## config.mk

```make
export PLATFORM = sky130hd
export DESIGN_NAME = tri_wave_gen
export DESIGN_NICKNAME = d
export VERILOG_FILES = /design/src/rtl/tri_wave_pkg.sv /design/src/rtl/tri_param_hold.sv /design/src/rtl/tri_dwell_timer.sv /design/src/rtl/tri_ramp_seq.sv /design/src/rtl/tri_wave_gen.sv
export SDC_FILE = /design/constraint.sdc
export NUM_CORES = 1
export LEC_CHECK = 0
export BUFFER_PORTS_ARGS = -buffer_cell sky130_fd_sc_hd__buf_4
export CORE_MARGIN = 2
export CORE_UTILIZATION = 35
export DETAILED_ROUTE_END_ITERATION = 8
export PLACE_DENSITY_LB_ADDON = 0.1
export RECOVER_POWER = 100
export SKIP_CTS_REPAIR_TIMING = 1
export SYNTH_ARGS = -nofsm -noshare
export SYNTH_HDL_FRONTEND = slang
export SYNTH_SLANG_ARGS = --single-unit
```

## constraint.sdc

```tcl
create_clock -name clk -period 5.1 [get_ports clk]
set_clock_uncertainty 0.2 [all_clocks]
set_input_delay 1.02 -clock clk [delete_from_list [all_inputs] [get_ports clk]]
set_output_delay 1.02 -clock clk [all_outputs]
set_load 0.01 [all_outputs]
```

## src/rtl/tri_wave_pkg.sv

```systemverilog
package tri_wave_pkg;

  localparam int CW = 8;        // DAC code width
  localparam int VW = CW + 1;   // internal count width, holds 2^CW

  typedef enum logic {
    PH_UP   = 1'b0,
    PH_DOWN = 1'b1
  } ramp_ph_e;

  typedef struct packed {
    ramp_ph_e        ph;
    logic [VW-1:0]   val;
  } ramp_st_t;

  // Peak input of zero stands for the full code range.
  function automatic logic [VW-1:0] peak_span(input logic [CW-1:0] p);
    return (p == '0) ? (VW'(1) << CW) : {1'b0, p};
  endfunction

  // Internal count to bus code; the one value past the code range clamps.
  function automatic logic [CW-1:0] to_code(input logic [VW-1:0] v);
    return v[CW] ? {CW{1'b1}} : v[CW-1:0];
  endfunction

  // True when the present sample is the last one of a period.
  function automatic logic last_of_period(input ramp_st_t s);
    return (s.ph == PH_DOWN) && (s.val == VW'(1));
  endfunction

  // State of the next sample.
  function automatic ramp_st_t advance(input ramp_st_t s, input logic [VW-1:0] pk);
    ramp_st_t      n;
    logic [VW-1:0] up1;
    up1 = s.val + VW'(1);
    n   = s;
    if (s.ph == PH_UP) begin
      n.val = up1;
      n.ph  = (up1 < pk) ? PH_UP : PH_DOWN;
    end else if (last_of_period(s)) begin
      n.val = '0;
      n.ph  = PH_UP;
    end else begin
      n.val = s.val - VW'(1);
    end
    return n;
  endfunction

endpackage

```

## src/rtl/tri_param_hold.sv

```systemverilog
module tri_param_hold
  import tri_wave_pkg::*;
#(
  parameter int HOLD_W = 8
) (
  input  logic              clk,
  input  logic              capture,
  input  logic [CW-1:0]     peak_in,
  input  logic [HOLD_W-1:0] hold_in,
  output logic [VW-1:0]     peak_q,
  output logic [HOLD_W:0]   hold_q,
  output logic [HOLD_W:0]   hold_nx
);

  // Hold input of zero stands for one full wrap of the count.
  function automatic logic [HOLD_W:0] hold_span(input logic [HOLD_W-1:0] h);
    return (h == '0) ? ((HOLD_W+1)'(1) << HOLD_W) : {1'b0, h};
  endfunction

  assign hold_nx = hold_span(hold_in);

  always_ff @(posedge clk) begin
    if (capture) begin
      peak_q <= peak_span(peak_in);
      hold_q <= hold_nx;
    end
  end

endmodule

```

## src/rtl/tri_dwell_timer.sv

```systemverilog
module tri_dwell_timer #(
  parameter int HOLD_W    = 8,
  parameter int HOLD_UNIT = 3,
  parameter int UP_EXTRA  = 4,
  parameter int DN_EXTRA  = 3
) (
  input  logic            clk,
  input  logic            load,
  input  logic [HOLD_W:0] hold_len,
  input  logic            up_phase,
  output logic            expired
);

  localparam int MAX_EXTRA = (UP_EXTRA > DN_EXTRA) ? UP_EXTRA : DN_EXTRA;
  localparam int MAX_DWELL = HOLD_UNIT * (1 << HOLD_W) + MAX_EXTRA;
  localparam int DW        = $clog2(MAX_DWELL + 1);

  logic [DW-1:0] left_q;

  // Clocks one sample stays on the bus.
  function automatic logic [DW-1:0] dwell_len(input logic [HOLD_W:0] h, input logic up);
    logic [DW-1:0] base;
    base = DW'(h) * DW'(HOLD_UNIT);
    return base + (up ? DW'(UP_EXTRA) : DW'(DN_EXTRA));
  endfunction

  assign expired = (left_q == '0);

  always_ff @(posedge clk) begin
    if (load)
      left_q <= dwell_len(hold_len, up_phase) - DW'(1);
    else if (!expired)
      left_q <= left_q - DW'(1);
  end

endmodule

```

## src/rtl/tri_ramp_seq.sv

```systemverilog
module tri_ramp_seq
  import tri_wave_pkg::*;
(
  input  logic          clk,
  input  logic          rst,
  input  logic          step,
  input  logic [VW-1:0] peak_q,
  output logic [CW-1:0] code_q,
  output logic          strobe_q,
  output logic          up_q,
  output logic [VW-1:0] val_q,
  output logic          wrap,
  output logic          nxt_up
);

  ramp_st_t st_q;
  ramp_st_t st_nx;

  assign st_nx  = advance(st_q, peak_q);
  assign wrap   = step && last_of_period(st_q);
  assign nxt_up = (st_nx.ph == PH_UP);
  assign up_q   = (st_q.ph == PH_UP);
  assign val_q  = st_q.val;

  always_ff @(posedge clk) begin
    if (rst) begin
      st_q     <= '{ph: PH_UP, val: '0};
      code_q   <= '0;
      strobe_q <= 1'b0;
    end else begin
      strobe_q <= step && (to_code(st_nx.val) != code_q);
      if (step) begin
        st_q   <= st_nx;
        code_q <= to_code(st_nx.val);
      end
    end
  end

endmodule

```

## src/rtl/tri_wave_gen.sv

```systemverilog
module tri_wave_gen
  import tri_wave_pkg::*;
#(
  parameter int HOLD_W    = 8,
  parameter int HOLD_UNIT = 3,
  parameter int UP_EXTRA  = 4,
  parameter int DN_EXTRA  = 3
) (
  input  logic              clk,
  input  logic              rst,
  input  logic [CW-1:0]     peak_cfg,
  input  logic [HOLD_W-1:0] hold_cfg,
  output logic [CW-1:0]     dac_code,
  output logic              dac_strobe
);

  // Named internal events, also observed by the bound checker.
  logic            step;
  logic            wrap;
  logic            capture;
  logic            ramp_up;
  logic            nxt_up;
  logic [VW-1:0]   ramp_val;
  logic [VW-1:0]   peak_q;
  logic [HOLD_W:0] hold_q;
  logic [HOLD_W:0] hold_nx;
  logic [HOLD_W:0] dwell_hold;
  logic            dwell_up;

  assign capture    = rst || wrap;
  assign dwell_hold = capture ? hold_nx : hold_q;
  assign dwell_up   = rst ? 1'b1 : nxt_up;

  tri_param_hold #(.HOLD_W(HOLD_W)) u_params (
    .clk     (clk),
    .capture (capture),
    .peak_in (peak_cfg),
    .hold_in (hold_cfg),
    .peak_q  (peak_q),
    .hold_q  (hold_q),
    .hold_nx (hold_nx)
  );

  tri_dwell_timer #(
    .HOLD_W    (HOLD_W),
    .HOLD_UNIT (HOLD_UNIT),
    .UP_EXTRA  (UP_EXTRA),
    .DN_EXTRA  (DN_EXTRA)
  ) u_timer (
    .clk      (clk),
    .load     (rst || step),
    .hold_len (dwell_hold),
    .up_phase (dwell_up),
    .expired  (step)
  );

  tri_ramp_seq u_ramp (
    .clk      (clk),
    .rst      (rst),
    .step     (step),
    .peak_q   (peak_q),
    .code_q   (dac_code),
    .strobe_q (dac_strobe),
    .up_q     (ramp_up),
    .val_q    (ramp_val),
    .wrap     (wrap),
    .nxt_up   (nxt_up)
  );

endmodule

```

; ---- Word-level counts from Yosys, hierarchy flattened
; Index checks and enable logic that the tools add are counted.
[word_totals]
regBits = 47
inputBits = 18
out_inout_bits = 9
elab_cells = 39
[classes]
n_addsub = 5
multipliers = 1
order_cmp = 1
eq_ne = 3
n_mux = 12
bitwise = 1
n_reduce_logical = 8
[ops]
columns = cell, n
row1 = $mux 9, 4
row2 = $mux 10, 3
row3 = $sub 10x1->10 const B, 2
row4 = $logic_not 8->1, 2
row5 = $add 10x10->10, 1
row6 = $logic_not 10->1, 1
row7 = $mul 9x2->10 const B, 1
row8 = $add 9x1->9 const B, 1
row9 = $eq 9x1->1 const B, 1
row10 = $lt 9x9->1, 1
row11 = $sub 9x1->9 const B, 1
row12 = $mux 8, 1
row13 = $ne 8x8->1, 1
row14 = $logic_and 1x1->1, 3
row15 = $mux 1, 3
row16 = $mux 3, 1
row17 = $logic_or 1x1->1, 2
row18 = $ne 2x1->1 const B, 1
row19 = $not 1->1, 1

; ---- Depth between registers and ports, before layout
[logic_depth]
depth_word = 10
ltp_mapped = 21

; ---- By module
; From an unflattened synthesis, not the netlist that was laid out.
[unflattened]
hier_cells = 410
hier_area_um2 = 3676.0
[modules_own_cells]
columns = mod, n_inst, cells_each, area_per_inst_um2, seq_area_each_um2
row1 = tri_ramp_seq, 1, 216, 1664.1, 380.4
row2 = tri_dwell_timer, 1, 141, 1232.4, 300.3
row3 = tri_param_hold, 1, 40, 650.6, 540.5
row4 = tri_wave_gen, 1, 13, 128.9, 0.0

; ---- Worst setup path after synthesis
; OpenSTA, ideal clock, no wires.
[synth_path]
path_type = input -> register
startpoint = in rst
endpoint = reg u_timer.left_q[9] (data pin)
setup_ns = 0.258
arrival_ns = 4.106
required_ns = 4.642
setup_slack_ns = 0.536
cell_stages = 17
path_buffers = 2
cell_sequence = clkbuf_1 > a21oi_2 > buf_4 > mux2i_1 > ha_1 > xnor2_1 > xnor2_1 > ha_1 > inv_1 > fa_1 > nor2b_1 > o21ai_0 > a21boi_0 > o21ai_0 > a21oi_1 > or4_1 > o221a_2
[synth_between]
elab_chain_cells = 6
word_cells_on_any_way = 9
classes_between = add/sub: 2 / mul: 1 / mux: 4 / reduce/logical: 2
[synth_rtl]
columns = item, line
row1 = from (decl), tri_wave_gen.sv:10  ; input logic rst,
row2 = $logic_or 1x1->1, tri_wave_gen.sv:30  ; assign capture = rst || wrap;
row3 = $mux 9, --
row4 = $mul 9x2->10, tri_dwell_timer.sv:23  ; base = DW'(h) * DW'(HOLD_UNIT);
row5 = $add 10x10->10, tri_dwell_timer.sv:24  ; return base + (up ? DW'(UP_EXTRA) : DW'(DN_EXTRA));
row6 = $sub 10x1->10, tri_dwell_timer.sv:31  ; left_q <= dwell_len(hold_len, up_phase) - DW'(1);
row7 = $mux 10 *, tri_dwell_timer.sv:30  ; if (load)
row8 = to (signal assigned), tri_dwell_timer.sv:31
row9 = to (signal assigned), tri_dwell_timer.sv:33  ; left_q <= left_q - DW'(1);
row10 = to (decl), tri_dwell_timer.sv:18  ; logic [DW-1:0] left_q;
; Mark *: on every way between the ends. The rest lies on a longest branch, timed or not.
; A chain may end at the register's enable or synchronous reset.

; ---- Worst setup path after layout
[layout_path]
startpoint = reg u_ramp.st_q (netlist bit u_ramp.val_q[1])
endpoint = reg u_timer.left_q[9] (data pin)
[layout_between]
elab_chain_cells = 10
word_cells_on_any_way = 17
classes_between = add/sub: 3 / mul: 1 / order compare: 1 / eq/ne: 1 / mux: 7 / bitwise: 1 / reduce/logical: 3
[layout_rtl]
columns = item, line
row1 = from (decl), tri_ramp_seq.sv:16  ; ramp_st_t st_q;
row2 = from (signal assigned), tri_ramp_seq.sv:27  ; st_q <= '{ph: PH_UP, val: '0};
row3 = from (signal assigned), tri_ramp_seq.sv:33  ; st_q <= st_nx;
row4 = "parallel branches: the longest is 7 deep, another holds $mul 9x2->10", --
row5 = $add 10x10->10 *, tri_dwell_timer.sv:24
row6 = $sub 10x1->10 *, tri_dwell_timer.sv:31
row7 = $mux 10 *, tri_dwell_timer.sv:30
; Mark *: on every way between the ends.

==> qor.yml <==
status: "complete, no violations"
routed_wirelength_mm: 7.806
worstSetupStartpointType: "register"
clkTransAtPathRegs_ps: 110
synth-main-ff-cell: "dfxtp_1"
final_util_pct: 40.10
clockRootBuffer: "clkbuf_8"
synth_seq_cells: 47
crit_type: "register to register"
setup_viol: 0
via_count: 2751
num_rows: 36
clock_latency_ps: 310
fmax_ghz: 0.2133
fillers: 1033
initial_core_util_pct: 35.63
grt.total_usage_pct: 15.96
critPathMaxStageDelay_ps: 520
endpoint_kind: "register"
dp_slack_ps: 178.4
crit_chain: "ha_1 > nand3_1 > o21a_1 > or2_2 > ha_1 > o21ai_0 > a211o_1 > a21oi_2 > fa_1 > fa_1 > nor2b_1 > o21ai_0 > a21boi_0 > o21ai_1 > a21oi_1 > nor2_1 > o221a_2"
fin_crit_ps: 4687
grt_antenna_before_repair: 0
wl_per_cell_um: 14.01
leakagePower_nw: 1.672
clock_sinks: 47
crit_arrival_ps: 4550
die_y_um: 103.3
tightestPinTransition_ps: 1283
grt_pass1_vias: 2751
grt_first_pass_wirelength_mm: 13.39
die_area_um2: 10670
area_growth_pct: 12.55
synth-async-reset-ratio_pct: 0
vias_per_cell: 4.939
synth_top_cell_area_share_pct: 16.53
yosysUniqueCellTypes: 63
io_buffers: 26
fp.dieW_um: 103.3
yosys.area.top_type: "edfxtp_1"
grt_max_degree: 30
initialDrtViolationCount: 61
cts_tree: "yes"
crit_required_ps: 4960
ir_drop_uv: 132.0
hpwlAfterDp_mm: 6.026
synth.avg_cell_area_um2: 8.826
rsz0062_at_grt: "no"
slew_viol_final: 0
cts_made_buffers: 5
path_max_fanout: 7
yosys_warnings: 0
synthTopCellsByArea: "edfxtp_1 17%, dfxtp_1 16%, ha_1 12%"
fin_area_um2: 3884
synth_edf_count: 19
first_pass_iters: 4
finalNetCount: 477
fin_ws_ps: 412.8
slowest_stage: "fa_1"
clockBufferDepth: 2
cap_violations: 0
syn_area_um2: 3451
finalHoldViolCount: 0
final.setup.tns_ps: 0
diodes: 0
max-slew-margin-rel_pct: 14.45
postRouteAntennaNets: 0
fin_crit_sh_pct: 91.91
hold_path_class: "register to register"
synthCells: 391
io_pins: 27
drcViolationCount: 0
grt_overflow: 0
core_um2: 9684
post_dp_cell_area_um2: 3844
drive_gt1_share_pct: 12.50
h-tree-depth: 2
globalplace.congestion: 0.8211
power_density_nw_per_um2: 251.9
yosysSeqAreaShare_pct: 32.78
[cell type report]
type	count	area [um^2]	area share, %
clock buffer	5	68.82	1.772
sequential	47	1134	29.19
multi-input combinational	281	2053	52.87
clock inverter	3	26.28	0.6765
tap	133	166.4	4.285
inverter	45	168.9	4.349
timing repair buffer	43	266.5	6.862
[registers in the layout, indices dropped and copies added, names as in the netlist]
signal / count
u_timer.left_q: 10
u_ramp.code_q: 8
u_ramp.strobe_q: 1
u_ramp.st_q: 1
u_params.hold_q: 9
u_params.peak_q: 9
u_ramp.val_q: 9
[cells in the final DEF, fill, tap and decap left out, drive strengths merged, types with 4 or more instances in the layout]
cell    instances
inv            47
nor2           39
ha             33
dfxtp          28
clkbuf         26
nand2          22
buf            22
edfxtp         19
a21oi          15
xnor2          14
nor3           14
o21ai          13
xor2           11
mux2i          10
conb           10
nand3           8
or4             8
a211oi          6
a311oi          6
nand2b          5
nand4           4
a21o            4
o211ai          4
a21boi          4
nor4            4
[critical path, delay by kind of cell (launching register included)]
kind                       cells  cell delay, ps
AOI/OAI and AO/OA              9            1790
DFF                            1             410
adders and majority gates      4            1460
and+or+nand+nor                4             600
[through the flow]
| stage | total power (W) | std cells | hold WS [ps] |
|---|---|---|---|
| after global placement | 0.0007456 | 549 | 286.5 |
| final | 0.0009784 | 557 | 307.5 |
| after detailed placement | 0.0007444 | 549 | 295.2 |
| after global routing | 0.001055 | 557 | 321.0 |
| after CTS | 0.0009997 | 557 | 322.7 |
| after floorplan | 0.0006747 | 400 | 260.2 |
[layer usage]
metal,GRT usage (%),vias to the layer above,part of all wire [%]
met1,21.20,1277,49
li1,-,1435,-
met4,3.745,0,1.4
met3,2.218,8,2.4
met2,27.52,31,47
met5,0,-,0
[logic make-up (layout without fill, tap and decap cells)]
kind of cell,after synthesis,after routing,share of synthesized area [%]
muxes,11,11,3.227
and+or+nand+nor,122,122,19.00
DFF,47,47,32.78
buffers and inverters,72,96,8.666
AOI/OAI and AO/OA,77,77,16.17
xor gates and xnor gates,25,25,6.345
other,1,10,0.1087
adders and majority gates,36,36,13.71
[cell usage after synthesis (4+ instances only)]
cell type	count
mux2i_1	10
a21oi_1	14
buf_2	5
inv_1	45
nor2_1	38
a211oi_1	6
o21ai_0	13
nand2b_1	5
xor2_1	11
dfxtp_1	28
nand2_1	22
or4_1	6
nand3_1	8
edfxtp_1	19
o211ai_1	4
nand4_1	4
a21o_1	4
nor3_1	13
clkbuf_1	14
xnor2_1	14
buf_4	4
ha_1	33
a311oi_1	5
[power by group]
part	leakage [nW]	switching, W	total (W)	internal, W
Sequential	0.415	0.0000200	0.000454	0.000434
Combinational	1.21	0.000150	0.000278	0.000128
Clock	0.0491	0.000145	0.000247	0.000101
[path summary, 6_finish.rpt]
path | start | endpoint | slack [ps] | depth (start not counted)
min reg2reg | u_ramp.val_q[0] | u_ramp.val_q[0] | 310 | 2
max | u_ramp.val_q[1] | u_timer.left_q[9] | 410 | 17
max reg2reg | u_ramp.val_q[1] | u_timer.left_q[9] | 410 | 17
min | u_ramp.val_q[0] | u_ramp.val_q[0] | 310 | 2
No activity file was read; power rests on OpenSTA's default activity.
